### config.mk
export PLATFORM = sky130hd
export DESIGN_NAME = dacif_top
export DESIGN_NICKNAME = d
export VERILOG_FILES = /design/src/rtl/dacif_pkg.sv /design/src/rtl/dacif_shift.sv /design/src/rtl/dacif_ctrl.sv /design/src/rtl/dacif_chan.sv /design/src/rtl/dacif_top.sv
export SDC_FILE = /design/constraint.sdc
export NUM_CORES = 1
export LEC_CHECK = 0
export BUFFER_PORTS_ARGS = -buffer_cell sky130_fd_sc_hd__buf_2
export CAP_MARGIN = 20
export CORE_ASPECT_RATIO = 0.7
export CORE_UTILIZATION = 35
export DETAILED_ROUTE_END_ITERATION = 8
export GPL_TIMING_DRIVEN = 0
export HOLD_SLACK_MARGIN = 0.08
export PLACE_DENSITY = 0.48
export SLEW_MARGIN = 20
export SYNTH_ARGS = -nofsm -noshare
export SYNTH_HDL_FRONTEND = slang
export SYNTH_SLANG_ARGS = --single-unit
### constraint.sdc
create_clock -name clk -period 2.6 [get_ports clk]
set_input_delay 0.39 -clock clk [delete_from_list [all_inputs] [get_ports clk]]
set_output_delay 0.39 -clock clk [all_outputs]
set_load 0.1 [all_outputs]
### src/rtl/dacif_pkg.sv
`timescale 1ns/1ps
package dacif_pkg;
  localparam int FRAME_W = 32;
  localparam int CMD_LSB = 24;
  localparam int ADR_LSB = 20;
  localparam int DAT_LSB = 4;
  localparam logic [3:0] ADR_ALL = 4'hF;

  typedef enum logic [3:0] {
    CMD_WR_IN      = 4'd0,
    CMD_UPD        = 4'd1,
    CMD_WR_UPD_ALL = 4'd2,
    CMD_WR_UPD     = 4'd3,
    CMD_PWR        = 4'd4,
    CMD_CLR        = 4'd5,
    CMD_MASK       = 4'd6,
    CMD_RST        = 4'd7,
    CMD_DCEN       = 4'd8
  } cmd_e;

  typedef struct packed {
    logic wr_in;
    logic wr_dac;
    logic upd;
    logic ld_clr;
  } chan_ctl_t;
endpackage

### src/rtl/dacif_shift.sv
`timescale 1ns/1ps
module dacif_shift #(
  parameter int FW = 32
) (
  input  logic          clk,
  input  logic          rst,
  input  logic          sync_n,
  input  logic          sclk,
  input  logic          sdin,
  input  logic          dcen,
  output logic          frame_vld,
  output logic [FW-1:0] frame,
  output logic          sdo
);
  localparam int CW = $clog2(FW + 1);

  logic          sclk_q, sync_q;
  logic [FW-1:0] sr;
  logic [CW-1:0] cnt;

  wire sclk_fall = sclk_q & ~sclk;
  wire sclk_rise = ~sclk_q & sclk;
  wire sync_rise = ~sync_q & sync_n;
  wire sync_fall = sync_q & ~sync_n;
  wire active    = ~sync_n;
  wire full      = (cnt == CW'(FW));
  wire [FW-1:0] sr_nxt = {sr[FW-2:0], sdin};

  always_ff @(posedge clk) begin
    if (rst) begin
      sclk_q    <= 1'b0;
      sync_q    <= 1'b1;
      sr        <= '0;
      cnt       <= '0;
      frame_vld <= 1'b0;
      frame     <= '0;
      sdo       <= 1'b0;
    end else begin
      sclk_q    <= sclk;
      sync_q    <= sync_n;
      frame_vld <= 1'b0;
      if (sync_fall) begin
        cnt <= '0;
      end else if (active && sclk_fall && (dcen || !full)) begin
        sr <= sr_nxt;
        if (!full) cnt <= cnt + 1'b1;
        if (!dcen && cnt == CW'(FW - 1)) begin
          frame_vld <= 1'b1;
          frame     <= sr_nxt;
        end
      end
      if (sync_rise && dcen && full) begin
        frame_vld <= 1'b1;
        frame     <= sr;
      end
      if (!dcen)                    sdo <= 1'b0;
      else if (active && sclk_rise) sdo <= sr[FW-1];
    end
  end

  AST_ONE_PULSE: assert property (@(posedge clk) disable iff (rst)
    frame_vld |=> !frame_vld);
  AST_ABORT_DROPS: assert property (@(posedge clk) disable iff (rst)
    (sync_rise && !full && !dcen && !sclk_fall) |=> !frame_vld);
  AST_SDO_IDLE: assert property (@(posedge clk) disable iff (rst)
    !dcen |=> !sdo);
endmodule

### src/rtl/dacif_ctrl.sv
`timescale 1ns/1ps
module dacif_ctrl
  import dacif_pkg::*;
#(
  parameter int NCH = 2,
  parameter int DW  = 16
) (
  input  logic                 clk,
  input  logic                 rst,
  input  logic                 frame_vld,
  input  logic [FRAME_W-1:0]   frame,
  output chan_ctl_t [NCH-1:0]  ctl,
  output logic [DW-1:0]        data,
  output logic [DW-1:0]        clr_code,
  output logic [NCH-1:0]       pd,
  output logic                 dcen
);
  logic [3:0]     cmd, addr;
  logic [NCH-1:0] sel, mask;
  logic           unused_bits;

  assign cmd  = frame[CMD_LSB +: 4];
  assign addr = frame[ADR_LSB +: 4];
  assign data = frame[DAT_LSB +: DW];
  assign unused_bits = ^{frame[FRAME_W-1:CMD_LSB+4], frame[DAT_LSB-1:0]};

  always_comb begin
    for (int c = 0; c < NCH; c++) begin
      sel[c] = (addr == 4'(c)) || (addr == ADR_ALL);
      ctl[c] = '0;
    end
    if (frame_vld) begin
      for (int c = 0; c < NCH; c++) begin
        case (cmd)
          CMD_WR_IN: begin
            ctl[c].wr_in  = sel[c];
            ctl[c].wr_dac = sel[c] & mask[c];
          end
          CMD_UPD: ctl[c].upd = sel[c];
          CMD_WR_UPD_ALL: if (|sel) begin
            ctl[c].wr_in  = sel[c];
            ctl[c].wr_dac = sel[c];
            ctl[c].upd    = ~sel[c];
          end
          CMD_WR_UPD: begin
            ctl[c].wr_in  = sel[c];
            ctl[c].wr_dac = sel[c];
          end
          CMD_RST: ctl[c].ld_clr = 1'b1;
          default: ;
        endcase
      end
    end
  end

  always_ff @(posedge clk) begin
    if (rst) begin
      pd       <= '0;
      mask     <= '0;
      dcen     <= 1'b0;
      clr_code <= '0;
    end else if (frame_vld) begin
      case (cmd)
        CMD_PWR:  pd       <= data[NCH-1:0];
        CMD_CLR:  clr_code <= data;
        CMD_MASK: mask     <= data[NCH-1:0];
        CMD_DCEN: dcen     <= data[0];
        CMD_RST: begin
          pd       <= '0;
          mask     <= '0;
          dcen     <= 1'b0;
          clr_code <= '0;
        end
        default: ;
      endcase
    end
  end

  AST_NOP_CMD: assert property (@(posedge clk) disable iff (rst)
    (frame_vld && cmd > 4'd8) |=>
      ($stable(pd) && $stable(mask) && $stable(dcen) && $stable(clr_code)));
  AST_RST_DEFAULTS: assert property (@(posedge clk) disable iff (rst)
    (frame_vld && cmd == CMD_RST) |=> (pd == '0 && mask == '0 && !dcen));
endmodule

### src/rtl/dacif_chan.sv
`timescale 1ns/1ps
module dacif_chan
  import dacif_pkg::*;
#(
  parameter int DW = 16
) (
  input  logic          clk,
  input  logic          rst,
  input  chan_ctl_t     ctl,
  input  logic [DW-1:0] data,
  input  logic [DW-1:0] clr_code,
  output logic [DW-1:0] dac_q
);
  logic [DW-1:0] in_q;

  always_ff @(posedge clk) begin
    if (rst) begin
      in_q  <= '0;
      dac_q <= '0;
    end else begin
      if (ctl.ld_clr)     in_q <= clr_code;
      else if (ctl.wr_in) in_q <= data;
      if (ctl.ld_clr)      dac_q <= clr_code;
      else if (ctl.wr_dac) dac_q <= data;
      else if (ctl.upd)    dac_q <= in_q;
    end
  end

  AST_DAC_HOLD: assert property (@(posedge clk) disable iff (rst)
    !(ctl.wr_dac || ctl.upd || ctl.ld_clr) |=> $stable(dac_q));
  AST_UPD_COPY: assert property (@(posedge clk) disable iff (rst)
    (ctl.upd && !ctl.wr_dac && !ctl.ld_clr) |=> (dac_q == $past(in_q)));
endmodule

### src/rtl/dacif_top.sv
`timescale 1ns/1ps
module dacif_top
  import dacif_pkg::*;
#(
  parameter int NCH = 2,
  parameter int DW  = 16
) (
  input  logic              clk,
  input  logic              rst,
  input  logic              sync_n,
  input  logic              sclk,
  input  logic              sdin,
  output logic              sdo,
  output logic [NCH*DW-1:0] dac_code,
  output logic [NCH-1:0]    pwr_dn
);
  logic                 frame_vld, dcen;
  logic [FRAME_W-1:0]   frame;
  chan_ctl_t [NCH-1:0]  ctl;
  logic [DW-1:0]        data, clr_code;

  dacif_shift #(.FW(FRAME_W)) u_shift (
    .clk(clk), .rst(rst), .sync_n(sync_n), .sclk(sclk), .sdin(sdin),
    .dcen(dcen), .frame_vld(frame_vld), .frame(frame), .sdo(sdo)
  );

  dacif_ctrl #(.NCH(NCH), .DW(DW)) u_ctrl (
    .clk(clk), .rst(rst), .frame_vld(frame_vld), .frame(frame),
    .ctl(ctl), .data(data), .clr_code(clr_code), .pd(pwr_dn), .dcen(dcen)
  );

  for (genvar c = 0; c < NCH; c++) begin : g_chan
    dacif_chan #(.DW(DW)) u_chan (
      .clk(clk), .rst(rst), .ctl(ctl[c]), .data(data),
      .clr_code(clr_code), .dac_q(dac_code[c*DW +: DW])
    );
  end
endmodule

==> results.json <==
{
  "synth.area.mux_share": 0.09021,
  "synth.largest_area_cell": "dfxtp_1",
  "tritoncts.num_buffers": 17,
  "worst_path_max_delay_cell": "clkbuf_1",
  "multi_input_area_sq_um": 3506,
  "hpwlAfterDp_um": 14990,
  "grt_pass1_vias": 5612,
  "crit_arrival_ps": 2750,
  "antenna_found_initial": 0,
  "yosysWarnings": 0,
  "cap_violations": 0,
  "synthTopCellsByArea": "dfxtp_1 43%, mux2i_1 9.0%, a221oi_1 6.0%",
  "portBuffers": 38,
  "postCtsHoldBufs": 0,
  "synth_top_cell_area_share": 0.4324,
  "rr_worst_depth": 6,
  "mostFrequentLayoutCell": "dfxtp_1",
  "ff2ff_setup_slack_ps": 180,
  "setup_violations": 0,
  "timing.rr.start": "u_shift.frame[24]$_SDFFE_PP0P_",
  "fin_crit_sh": 0.9297,
  "first_iter_violations": 460,
  "seq_area_frac_synth": 0.4324,
  "critPathKind": "flip-flop to flip-flop",
  "fin_nets": 815,
  "gp_congestion": 0.8232,
  "cts_resized": 0,
  "fin_setup_tns_ps": 0,
  "diodes": 0,
  "hold_viol_final": 0,
  "synth_xor_area_frac": 0.006265,
  "power_density_nw_per_um2": 591.7,
  "cpMostUsedCell": "nor2_1",
  "fillers": 1915,
  "clock_skew_ps": 8.176,
  "numClockSinks": 151,
  "syn_avg_cell_area_sq_um": 9.308,
  "synthArstFlopShare": 0,
  "slowest_delay_ps": 540,
  "final_cell_mix": "151 x dfxtp_1, 78 x nor2_1, 63 x mux2i_1, 48 x a221oi_1, 47 x clkbuf_1",
  "endpoint_kind": "flip-flop",
  "ys.flop_type": "dfxtp_1",
  "clk_latency_ps": 430,
  "hp-class": "input pin to flip-flop",
  "wl_per_cell_um": 18.11,
  "netlist_area_sq_um": 6990,
  "cts_setup_buffers": 0,
  "slew_violations": 0,
  "fin_util": 0.4191,
  "critPathRequiredTime_ps": 2930,
  "rsz0062_at_grt": "false",
  "grt-ovfl-total": 0,
  "rr_endpoint": "g_chan[1].u_chan.in_q[8]$_SDFFE_PP0P_",
  "relSlewSlack": 0.4499,
  "core_sq_um": 19230,
  "postSynthCellCount": 751,
  "drtAntennaViolNets": 0,
  "p_leak_uw": 0.003064,
  "synth_compound_area_frac": 0.2436,
  "grt_start_max_net_pins": 17,
  "yosysUniqueCellTypes": 60,
  "initial_core_util": 0.3635,
  "wl_um": 19650,
  "synthAdderAreaFrac": 0.003580,
  "dieArea_sq_um": 20550,
  "vias": 5990,
  "yosys.area_share.simple": 0.1573,
  "crit_start": "u_shift.frame[24]$_SDFFE_PP0P_",
  "grt_pass1_wl_um": 31300,
  "clock.fmax_mhz": 413.7,
  "viasPerCell": 5.521,
  "worst_pin_slew_ps": 825.2,
  "cts_tree": "done",
  "min_period_ps": 2417,
  "cts_buffer_depth": 2,
  "clk_pin_slew_ps": 70,
  "cp-endpoint": "g_chan[1].u_chan.in_q[8]$_SDFFE_PP0P_",
  "die_height_um": 120.2,
  "synth_seq_cells": 151,
  "die_w_um": 170.9,
  "drive_above_1_share": 0.1401,
  "critical_path.cell_chain": "buf_2, nand4b_2, nor2_1, clkbuf_1, nor2_1, a221oi_1",
  "status": "finished, final reports clean",
  "worstSetupStartpointType": "flip-flop",
  "grt_usage": 0.2003,
  "cts_root_buf": "clkbuf_16",
  "crit_fanout": 10,
  "area_growth_pct": 15.30,
  "register_area_sq_um": 3023,
  "synth_edf_count": 0,
  "syn-num-nets": 758,
  "ir_drop_mv": 0.3953,
  "dr.pass1.iters": 5,
  "drc": 0,
  "placementRows": 42,
  "synth_top_family_by_area": "compound AO/OA/AOI/OAI gates",
  "htree_levels": 4,
  "io-pin-count": 40
}
[stage by stage]
step	power [uW]	instance area (sq um)	instances	hold slack, ps	setup WS (ps)
after global routing	4946	8060	1085	213.5	11.07
after global placement	2518	7511	1053	442.8	238.0
after detailed placement	2520	7511	1053	447.2	199.9
after CTS	4822	8055	1085	204.6	174.1
final	4770	8060	1085	212.2	182.7
after floorplan	2474	6990	751	431.9	632.0
[Yosys cell counts (all sizes together) (2+ instances only)]
library cell	count
o22ai	16
mux2i	63
nand2b	25
or3b	2
buf	15
a31oi	18
and3	26
and4bb	2
and2	2
nand4b	4
nand3	17
nor4	2
or4b	2
o221a	16
nor2b	5
inv	38
or3	2
o31a	18
nor2	78
a221oi	48
a21oi	18
o21bai	24
dfxtp	151
nor3	4
clkbuf	49
nand2	23
xnor2	4
ha	2
nor3b	4
o21ai	20
a21boi	25
a2bb2oi	10
a21o	2
[cell families (layout without fill, tap and decap cells)]
family                     count (synthesis)  after routing
AOI/OAI and AO/OA                        221            221
xor gates and xnor gates                   5              5
adders and majority gates                  2              2
buffers and inverters                    103            173
DFF                                      151            151
muxes                                     63             63
and+or+nand+nor                          206            206
[cell type report]
type                       instances  area share
timing repair buffer              38     0.02360
inverter                          39     0.01816
sequential                       151      0.3750
multi-input combinational        497      0.4350
clock inverter                    15     0.01475
buffer                            64     0.03974
clock buffer                      17     0.05278
tap                              264     0.04098
[worst min-delay path by stage]
stage / cells after the start / endpoint / startpoint
3_3_place_gp: 2 / u_ctrl.clr_code[9]$_SDFFE_PP0P_ / u_ctrl.clr_code[9]$_SDFFE_PP0P_
2_1_floorplan: 2 / u_ctrl.clr_code[2]$_SDFFE_PP0P_ / u_ctrl.clr_code[2]$_SDFFE_PP0P_
4_1_cts: 3 / u_shift.sr[0]$_SDFFE_PP0P_ / sdin
5_1_grt: 3 / u_shift.sr[0]$_SDFFE_PP0P_ / sdin
6_report: 3 / u_shift.sr[0]$_SDFFE_PP0P_ / sdin
3_5_place_dp: 2 / u_ctrl.clr_code[9]$_SDFFE_PP0P_ / u_ctrl.clr_code[9]$_SDFFE_PP0P_
[where the power goes]
part           switching [uW]  total (uW)  internal, uW
Sequential               3.93        2320          2320
Clock                    1060        2300          1240
Combinational            91.3         145          53.7
[layer usage]
layer,wire [um],vias to the layer above,track usage,share of wire
li1,-,2888,-,-
met1,10520,2909,0.3119,0.54
met2,7805,177,0.2712,0.40
met3,1083,16,0.04255,0.055
met4,242,0,0.05636,0.012
met5,0,-,0,0
[flip-flops by register name (all words and copies together), names as in the netlist]
register             count
u_shift.cnt              6
u_shift.sr              32
u_shift.sdo              1
u_ctrl.clr_code         16
u_ctrl.pd                2
u_shift.frame_vld        1
g_chan.u_chan.dac_q     32
u_ctrl.mask              2
u_shift.sync_q           1
g_chan.u_chan.in_q      32
u_ctrl.dcen              1
u_shift.frame           24
u_shift.sclk_q           1
[worst max-delay path: cells and delay by family, from the launching register on]
family | cells | cell delay [ps]
and+or+nand+nor | 3 | 830
AOI/OAI and AO/OA | 1 | 310
DFF | 1 | 390
buffers and inverters | 2 | 790
Power figures use the tool's default switching activity.
